==> src/rtl/tdr_pkg.sv <==
package tdr_pkg;
   typedef enum logic [1:0] {
      CNT_OTHER      = 2'b00,
      CNT_TWO_RAMP   = 2'b01,
      CNT_DUAL_SLOPE = 2'b10,
      CNT_SPARE      = 2'b11
   } cnt_mode_e;

   localparam int unsigned MAX_CH = 8;
endpackage

==> src/rtl/tdr_phase_sel.sv <==
module tdr_phase_sel
   import tdr_pkg::*;
#(
   parameter int unsigned NCH = 4
) (
   input  logic [1:0]     cnt_mode,
   input  logic [NCH-1:0] circ_en,
   input  logic           evt_ovf,
   input  logic           evt_unf,
   input  logic           evt_retrig,
   input  logic           ramp_a_start,
   input  logic           ramp_b_start,
   input  logic           up_start,
   input  logic           down_start,
   output logic           ovf_trig,
   output logic [NCH-1:0] circ_sel,
   output logic           ch_boundary
);
   cnt_mode_e mode;
   logic      any_circ;
   logic      two_act;
   logic      dual_act;

   always_comb begin
      mode     = cnt_mode_e'(cnt_mode);
      any_circ = |circ_en;
      two_act  = (mode == CNT_TWO_RAMP)   && any_circ;
      dual_act = (mode == CNT_DUAL_SLOPE) && any_circ;
      if (two_act)       ovf_trig = ramp_a_start;
      else if (dual_act) ovf_trig = up_start;
      else               ovf_trig = evt_ovf | evt_unf | evt_retrig;
      ch_boundary = two_act ? ramp_b_start : down_start;
      circ_sel    = (two_act || dual_act) ? circ_en : '0;
   end
endmodule

==> src/rtl/tdr_ovf_path.sv <==
module tdr_ovf_path (
   input  logic clk,
   input  logic rst_n,
   input  logic trig,
   input  logic oneshot_en,
   input  logic oneshot_cmd,
   input  logic ack,
   output logic req
);
   logic armed;
   logic fire;

   assign fire = oneshot_en ? (armed & trig) : trig;

   always_ff @(posedge clk) begin
      if (!rst_n) begin
         req   <= 1'b0;
         armed <= 1'b0;
      end else begin
         req <= fire | (req & ~ack);
         if (!oneshot_en)         armed <= 1'b0;
         else if (oneshot_cmd)    armed <= 1'b1;
         else if (armed && trig)  armed <= 1'b0;
      end
   end

   AST_OVF_HOLD: assert property (@(posedge clk) disable iff (!rst_n)
      req && !ack |=> req);
   AST_ARM_DROPS: assert property (@(posedge clk) disable iff (!rst_n)
      !oneshot_en |=> !armed);
   AST_NO_UNARMED_FIRE: assert property (@(posedge clk) disable iff (!rst_n)
      oneshot_en && !armed && !req |=> !req);
   AST_ARM_CONSUMED: assert property (@(posedge clk) disable iff (!rst_n)
      oneshot_en && armed && trig && !oneshot_cmd |=> !armed);
endmodule

==> src/rtl/tdr_chan.sv <==
module tdr_chan (
   input  logic clk,
   input  logic rst_n,
   input  logic cap_mode,
   input  logic circ_sel,
   input  logic boundary,
   input  logic cmp_match,
   input  logic cap_valid,
   input  logic cap_rd,
   input  logic ack,
   input  logic oneshot_en,
   output logic req
);
   logic cmp_set;
   logic nxt_cmp;
   logic nxt_cap;

   assign cmp_set = ~oneshot_en & (circ_sel ? boundary : cmp_match);
   assign nxt_cmp = cmp_set | (req & ~ack);
   assign nxt_cap = cap_valid | (req & ~cap_rd);

   always_ff @(posedge clk) begin
      if (!rst_n) req <= 1'b0;
      else        req <= cap_mode ? nxt_cap : nxt_cmp;
   end

   AST_CAP_HOLD: assert property (@(posedge clk) disable iff (!rst_n)
      cap_mode && req && !cap_rd |=> req);
   AST_CAP_FILL: assert property (@(posedge clk) disable iff (!rst_n)
      cap_mode && cap_valid |=> req);
   AST_CMP_HOLD: assert property (@(posedge clk) disable iff (!rst_n)
      !cap_mode && req && !ack |=> req);
   AST_OS_SILENT: assert property (@(posedge clk) disable iff (!rst_n)
      !cap_mode && oneshot_en && !req |=> !req);
endmodule

==> src/rtl/tmr_dma_req.sv <==
module tmr_dma_req
   import tdr_pkg::*;
#(
   parameter int unsigned NCH = 4
) (
   input  logic           clk,
   input  logic           rst_n,
   input  logic [1:0]     cnt_mode,
   input  logic           evt_ovf,
   input  logic           evt_unf,
   input  logic           evt_retrig,
   input  logic           ramp_a_start,
   input  logic           ramp_b_start,
   input  logic           up_start,
   input  logic           down_start,
   input  logic           oneshot_en,
   input  logic           oneshot_cmd,
   input  logic           ovf_ack,
   input  logic [NCH-1:0] cmp_match,
   input  logic [NCH-1:0] cap_valid,
   input  logic [NCH-1:0] cap_rd,
   input  logic [NCH-1:0] circ_en,
   input  logic [NCH-1:0] cap_mode,
   input  logic [NCH-1:0] ch_ack,
   output logic           ovf_req,
   output logic [NCH-1:0] ch_req
);
   if (NCH < 1 || NCH > MAX_CH) begin : g_bad_nch
      $error("tmr_dma_req: NCH out of range");
   end

   logic           ovf_trig;
   logic [NCH-1:0] circ_sel;
   logic           ch_boundary;

   tdr_phase_sel #(.NCH(NCH)) u_phase (
      .cnt_mode    (cnt_mode),
      .circ_en     (circ_en),
      .evt_ovf     (evt_ovf),
      .evt_unf     (evt_unf),
      .evt_retrig  (evt_retrig),
      .ramp_a_start(ramp_a_start),
      .ramp_b_start(ramp_b_start),
      .up_start    (up_start),
      .down_start  (down_start),
      .ovf_trig    (ovf_trig),
      .circ_sel    (circ_sel),
      .ch_boundary (ch_boundary)
   );

   tdr_ovf_path u_ovf (
      .clk        (clk),
      .rst_n      (rst_n),
      .trig       (ovf_trig),
      .oneshot_en (oneshot_en),
      .oneshot_cmd(oneshot_cmd),
      .ack        (ovf_ack),
      .req        (ovf_req)
   );

   for (genvar i = 0; i < NCH; i++) begin : g_ch
      tdr_chan u_ch (
         .clk       (clk),
         .rst_n     (rst_n),
         .cap_mode  (cap_mode[i]),
         .circ_sel  (circ_sel[i]),
         .boundary  (ch_boundary),
         .cmp_match (cmp_match[i]),
         .cap_valid (cap_valid[i]),
         .cap_rd    (cap_rd[i]),
         .ack       (ch_ack[i]),
         .oneshot_en(oneshot_en),
         .req       (ch_req[i])
      );
   end

   AST_RESET_LOW: assert property (@(posedge clk)
      !rst_n |=> !ovf_req && ch_req == '0);
   AST_OTHER_MODE_CMP: assert property (@(posedge clk) disable iff (!rst_n)
      cnt_mode == 2'b00 && !oneshot_en && evt_ovf |=> ovf_req);
endmodule

==> config.mk <==
export PLATFORM = sky130hd
export DESIGN_NAME = tmr_dma_req
export DESIGN_NICKNAME = d
export VERILOG_FILES = /design/src/rtl/tdr_pkg.sv /design/src/rtl/tdr_phase_sel.sv /design/src/rtl/tdr_ovf_path.sv /design/src/rtl/tdr_chan.sv /design/src/rtl/tmr_dma_req.sv
export SDC_FILE = /design/constraint.sdc
export NUM_CORES = 1
export LEC_CHECK = 0
export CAP_MARGIN = 20
export CORE_MARGIN = 5
export CORE_UTILIZATION = 32
export CTS_BUF_LIST = sky130_fd_sc_hd__clkbuf_4
export CTS_CLUSTER_DIAMETER = 100
export CTS_CLUSTER_SIZE = 24
export DETAILED_ROUTE_END_ITERATION = 8
export PLACE_DENSITY = 0.86
export REMOVE_ABC_BUFFERS = 1
export SLEW_MARGIN = 20
export SYNTH_ARGS = -nofsm -noshare
export SYNTH_HDL_FRONTEND = slang
export SYNTH_SLANG_ARGS = --single-unit
==> constraint.sdc <==
create_clock -name clk -period 1.4 [get_ports clk]
set_input_delay 0.28 -clock clk [delete_from_list [all_inputs] [get_ports clk]]
set_output_delay 0.28 -clock clk [all_outputs]
set_load 0.02 [all_outputs]
==> results.md, run 1 <==
* Synth area leader: dfxtp_1
* TritonCTS clock tree: done
* CTS root buf: clkbuf_4
* Vias in the first global route at 696
* Reg2Reg Depth at 3
* Max-Cap Viols at 0
* Avg Inst Size Synth at around 7.6 um2
* Final Power at 0.000615 W
* PD cells at ~600 nW/um2
* Drt initial violations at 16
* Gr usage total at between 15 and 20%
* Finished Core Util at 67.9%
* Number of vias per cell at between 5 and 6
* FP Rows at 14
* Max-Slew Margin vs Limit at between 70% and 80%
* Worst Path Arrival at approximately 1500 ps
* Peak Freq at 758 MHz
* Top cell type's share of synthesized area at approximately a quarter
* Final max-slew violation count at 0
* Post-Synthesis Cells at 66
* Kind of critical path: primary input to flip-flop
* Hold Path Sink: g_ch[1].u_ch.req
* Run status: finished clean
* Num CTS Buffers at 3
* DRC viols at 0
* Sequential area share after synthesis at between 20% and 30%
* Min-delay src: circ_en[1]
* Synth-to-Final Area Change at 103%
* Flops & latches, synth at 6
* Die area at ~2500 um2
* Synth warn at 0
* Final Net Count at approximately 150
* CP Max Fanout at 3
* Die X at ~50 um
* Crit path time final at ~1300 ps
* GR Overflow Total at 0
* Routed len/inst at ~14 um
* Initial Utilization at ~33%
* Reg clk slew, reported paths at about 50 ps
* Total wire length at about 1800 um
* Setup Skew at 0.0302 ps
* Setup violators final at 0
* Slew @ Worst Pin at 396 ps
* First-pass GRT wire length at between 2000 and 3000 um
* Vias at between 600 and 700
* Worst-skew pair later-pin latency at between 200 and 300 ps
* CP Capture Type: flip-flop
* R2r setup slk at ~440 ps
* Placed insts at between 100 and 150
* CP Data Required Time at about 1500 ps
* N_diodes at 0
* Initial antenna violation count at 0
* Max Buffers Root-to-Sink at 2
* Htree depth at 1
* Share of cells above drive strength 1 at between 10% and 20%
* Largest net degree at the start of global routing at 8
* FF-to-FF End: g_ch[3].u_ch.req
* Final hold vios at 0
* Synth area leaders: dfxtp_1 24%, o311a_1 7.9%, a311oi_1 6.9%
* Antenna-violating nets left at 0
* R2r startpoint: g_ch[3].u_ch.req
* Leak at roughly 0.46 nW
* Synthesized area at 504 um2
* Finished Layout Cells at 130
* Critical path launch point type: primary input
* HP Class: primary input to flip-flop
* Drt first pass iters at 4
* Hold Path Stages at 2
* Final cycle utilization of the critical path at between 90 and 100%
* Synth cell types at 21
* VDD IR max at ~0.50 mV
* RePlAce Congestion at roughly 0.76
* Die Height at 49.7 um
* Dpl hpwl at approximately 1400 um
* IO buf count at 42
* # IOs at 43
* # clock sinks at 6
* Core area at between 1500 and 2000 um2
[sequential cells by signal (all words and copies together), names as in the netlist]
signal / count
u_ovf.armed: 1
g_ch.u_ch.req: 4
u_ovf.req: 1
[how the worst max path moves through the flow]
stage / slack, ps / startpoint / cells after the start / endpoint
6_report: 80 / circ_en[1] / 5 / u_ovf.armed
2_1_floorplan: 190 / circ_en[0] / 4 / u_ovf.armed
5_1_grt: -0.1 / circ_en[1] / 5 / u_ovf.armed
4_1_cts: 20 / cnt_mode[1] / 4 / g_ch[2].u_ch.req
3_5_place_dp: -420 / circ_en[1] / 5 / u_ovf.armed
3_3_place_gp: -360 / circ_en[1] / 5 / u_ovf.armed
[what timing repair did]
item | CTS | global route
buffers inserted | 1 | 1
hold endpoints to repair | 0 | 0
pin swaps | 3 | 1
resized for setup | 13 | 5
setup endpoints to repair | 11 | 6
hold buffers | 0 | 0
[cell usage in the layout, fill, tap and decap left out]
cell and instances:
nor2_2 1, clkdlybuf4s50_1 31, o21ai_0 5, o311a_1 4, o31a_1 1, nor4_4 1
nand2b_1 4, dlymetal6s2s_1 1, xnor2_2 1, buf_4 7, a2bb2oi_2 1, a21oi_1 4
nor2b_1 4, o211a_1 1, inv_1 9, dfxtp_1 6, a311oi_1 1, nand3_1 2
or4b_1 1, nand2_1 7, nor2_1 2, o32ai_2 1, clkbuf_4 3, dlygate4sd2_1 10
nor3_1 1, a311oi_2 3, o31ai_1 1, nand2b_4 1
[kinds of logic (layout without fill, tap and decap cells)]
group | Yosys count | count (layout) | synth area share [%]
flops | 6 | 6 | 23.8
compound gates | 22 | 22 | 34.0
simple gates | 24 | 24 | 27.8
buf+inv | 13 | 61 | 12.7
xor+xnor | 1 | 1 | 1.74
[layer usage]
layer | share of wire [%] | vias up | GRT usage, % | routed length (um)
met5 | 0 | - | 0 | 0
met4 | 0.68 | 0 | 3.93 | 12
met3 | 10 | 2 | 6.93 | 184
met2 | 51 | 36 | 25.8 | 895
met1 | 38 | 306 | 16.4 | 666
li1 | - | 336 | - | -
[critical path, cell delays in order]
cell and delay [ps]:
dlygate4sd2_1 280, nor4_4 330, or4b_1 170, nand3_1 110
o31a_1 290
[where the power goes]
group / switching [W] / total [W] / leakage (nW) / internal, W
sequential: 0.00000764 / 0.000193 / 0.0499 / 0.000186
clock: 0.0000691 / 0.000167 / 0.0138 / 0.0000974
combinational: 0.000101 / 0.000255 / 0.400 / 0.000154
total: 0.000177 / 0.000615 / 0.463 / 0.000437
[through the flow]
| step | setup slack, ps | cell area (um2) | setup TNS, ps | hold WS (ps) |
|---|---|---|---|---|
| after floorplan | 190 | 474 | 0 | 374 |
| after global placement | -360 | 952 | -1560 | 493 |
| after detailed placement | -420 | 952 | -1920 | 500 |
| after CTS | 19.7 | 985 | 0 | 472 |
| after global routing | -0.148 | 1020 | -0.148 | 495 |
| final | 81.5 | 1020 | 0 | 466 |
[synth_stat cells]
cell type	n
or4b_1	1
a2bb2oi_1	1
dfxtp_1	6
a21oi_1	4
o31a_1	1
inv_1	9
nand2b_1	5
buf_4	4
o211a_1	1
o311a_1	4
o32ai_2	1
nand2_1	7
o21ai_0	5
nor2b_1	4
nand3_1	2
nor3_1	1
nor2_1	3
nor4_4	1
o31ai_1	1
xnor2_1	1
a311oi_1	4
[area by class of cell]
class	instances	area [um2]
Fill cell	132	484
Timing Repair Buffer	49	463
Multi-Input combinational cell	47	363
Sequential cell	6	120
Inverter	9	33.8
Clock buffer	3	22.5
Tap cell	16	20.0
No activity file was read; power rests on OpenSTA's default activity.
==> run 2, diff against run 1 <==
- SETUP_SLACK_MARGIN: unset -> 0.05
==> results.md, run 2 (synthesis gave the netlist of run 1 again) <==
* Cell area after placement at 952 um2 (unchanged)
* Routed len/inst at 12.9 um (-4.6%)
* Pint at 0.000428 W (-2.1%)
* Final Power at 0.000594 W (-3.4%)
* # clock sinks at 6 (unchanged)
* Highest metal used: met4
* Max-Cap Viols at 0 (unchanged)
* DRC viols at 0 (unchanged)
* Clock power frac at 27.7% (+0.6 points)
* Max FFs per register at 4 (unchanged)
* Final hold vios at 0 (unchanged)
* Setup slack after layout at 110 ps (+28.5 ps)
* Hold Path Stages at 2 (unchanged)
* WP depth at 3 (-2)
* Leak at 0.442 nW (-4.7%)
* Slew @ Worst Pin at 363 ps (-32.9 ps)
* Run status: finished clean
* Fill count at 136 (+3.0%)
* # IOs at 43 (unchanged)
* Most common cell after layout, fill and taps aside: clkdlybuf4s50_1
* Finished Core Util at 64.6% (-3.2 points)
* PD cells at 610 nW/um2 (+1.5%)
* Commonest cells after routing, fill and taps aside: 31 x clkdlybuf4s50_1, 10 x dlygate4sd2_1, 9 x inv_1, 7 x nand2_1
* Peak Freq at 775 MHz (+2.2%)
* Setup Skew at 0.0371 ps (+0.00683 ps)
* Kind of critical path: primary input to flip-flop
* DR WL met3 at 178 um (-3.3%)
* Worst slack, placed at -420 ps (unchanged)
* Largest net degree at the start of global routing at 8 (unchanged)
* Reg2Reg Depth at 3 (unchanged)
* Worst Path Arrival at 1440 ps (-20 ps)
* Share of power burned in registers at 32.6% (+1.1 points)
* Max-Slew Margin vs Limit at 75.6% (+2.2 points)
* First-pass GRT wire length at 2840 um (-2.8%)
* Synth-to-Final Area Change at 93.1%
* Share of cells above drive strength 1 at 12.4% (-4.3 points)
* Initial antenna violation count at 0 (unchanged)
* Critical path cell sequence: clkdlybuf4s50_1, o311a_1, a311oi_1
* Final max-slew violation count at 0 (unchanged)
* Crit path time final at 1290 ps (-28.5 ps)
* TritonCTS clock tree: done
* Setup TNS at 0 ps (unchanged)
* Critical path launch point type: primary input
* GR Overflow Total at 0 (unchanged)
* CP max stage delay at 500 ps (+170 ps)
* Fin area at 973 um2 (-4.8%)
* CP Max Fanout at 6 (+3)
* Final cycle utilization of the critical path at 92.1% (-2.0 points)
* Die area at 2470 um2 (unchanged)
* Top reg by flops: g_ch.u_ch.req
* Total wire length at 1660 um (-5.3%)
* Crit-path slowest cell: clkdlybuf4s50_1
* Worst Path Buf+Inv at 1 (unchanged)
* Crit path max-delay family: compound AO/OA/AOI/OAI gates
* Reg clk slew, reported paths at 40 ps (about the same)
* Antenna-violating nets left at 0 (unchanged)
* Gate power share at 39.7% (-1.8 points)
* Vias in the first global route at 683 (-1.9%)
* Routed wl met2 at 808 um (-9.7%)
* RSZ-0062 raised after global routing: no
* NetSw at 0.000166 W (-6.6%)
* VDD IR max at 0.484 mV (-2.4%)
* Setup violators final at 0 (unchanged)
* RePlAce Congestion at 0.761 (unchanged)
* Die Height at 49.7 um (unchanged)
* HP Class: primary input to flip-flop
* Core area at 1510 um2 (unchanged)
* Final Net Count at 153 (-0.65%)
* Die X at 49.7 um (unchanged)
* Gr usage total at 14.5% (-0.55 points)
* Htree depth at 1 (unchanged)
* FP Rows at 14 (unchanged)
* Max Buffers Root-to-Sink at 2 (unchanged)
* Dpl hpwl at 1390 um (unchanged)
* Initial Utilization at 33.5% (unchanged)
* Drt initial violations at 13 (-3)
* CTS root buf: clkbuf_4
* Biggest regs: g_ch.u_ch.req (4), u_ovf.armed (1), u_ovf.req (1)
* Number of vias per cell at 5.07 (-3.1%)
* Num CTS Buffers at 3 (unchanged)
* N_diodes at 0 (unchanged)
* CP Capture Type: flip-flop
* Drt first pass iters at 5 (+1)
* Worst-skew pair later-pin latency at 250 ps (about the same)
* Sw Share at 27.9% (-0.96 points)
* CP Data Required Time at 1550 ps (about the same)
* Met1 wire length at 665 um (-0.15%)
* IO buf count at 42 (unchanged)
* Vias at 654 (-3.8%)
==> run 2: power groups by stage <==
stage / clock (W) / sequential (W) / combinational, W
final: 0.000165 / 0.000194 / 0.000236
after detailed placement: 0 / 0.000198 / 0.000249
after global placement: 0 / 0.000196 / 0.000244
after global routing: 0.000181 / 0.000195 / 0.000258
after CTS: 0.000171 / 0.000194 / 0.000236
after floorplan: 0 / 0.000213 / 0.0000662
==> run 2: routing by layer <==
metal  track usage (%)  vias up
met5                 0        -
met4              3.93        0
met3              6.93        2
met2              23.7       34
met1              16.5      286
li1                  -      332
==> run 2: final timing paths <==
path / startpoint / end / slack, ps
max reg2reg: g_ch[2].u_ch.req / g_ch[2].u_ch.req / 480
max: oneshot_en / g_ch[2].u_ch.req / 110
min reg2reg: u_ovf.req / u_ovf.req / 510
min: circ_en[1] / g_ch[1].u_ch.req / 300
==> run 2: final cells by class <==
class	count	area (um2)	area share [%]
sequential	6	120	12.3
inverter	9	33.8	3.47
multi-input combinational	47	329	33.8
timing repair buffer	48	448	46.0
tap	16	20.0	2.06
clock buffer	3	22.5	2.31
==> run 2: timing repair <==
action                     in CTS  in global routing
pin swaps                       2                  2
hold buffers                    0                  0
buffers inserted                1                  0
setup endpoints to repair      11                  1
gates resized for setup        11                  4
==> run 2: worst register-to-register path: cells and delay by family, from the launching register on <==
family             cells  cell delay [ps]
AOI/OAI and AO/OA      3              490
DFF                    1              330
==> run 2: through the flow <==
step           cells  hold WS, ps
6_report         129          297
3_5_place_dp     125          500
3_3_place_gp     125          493
2_1_floorplan     62          374
5_1_grt          129          312
4_1_cts          129          472
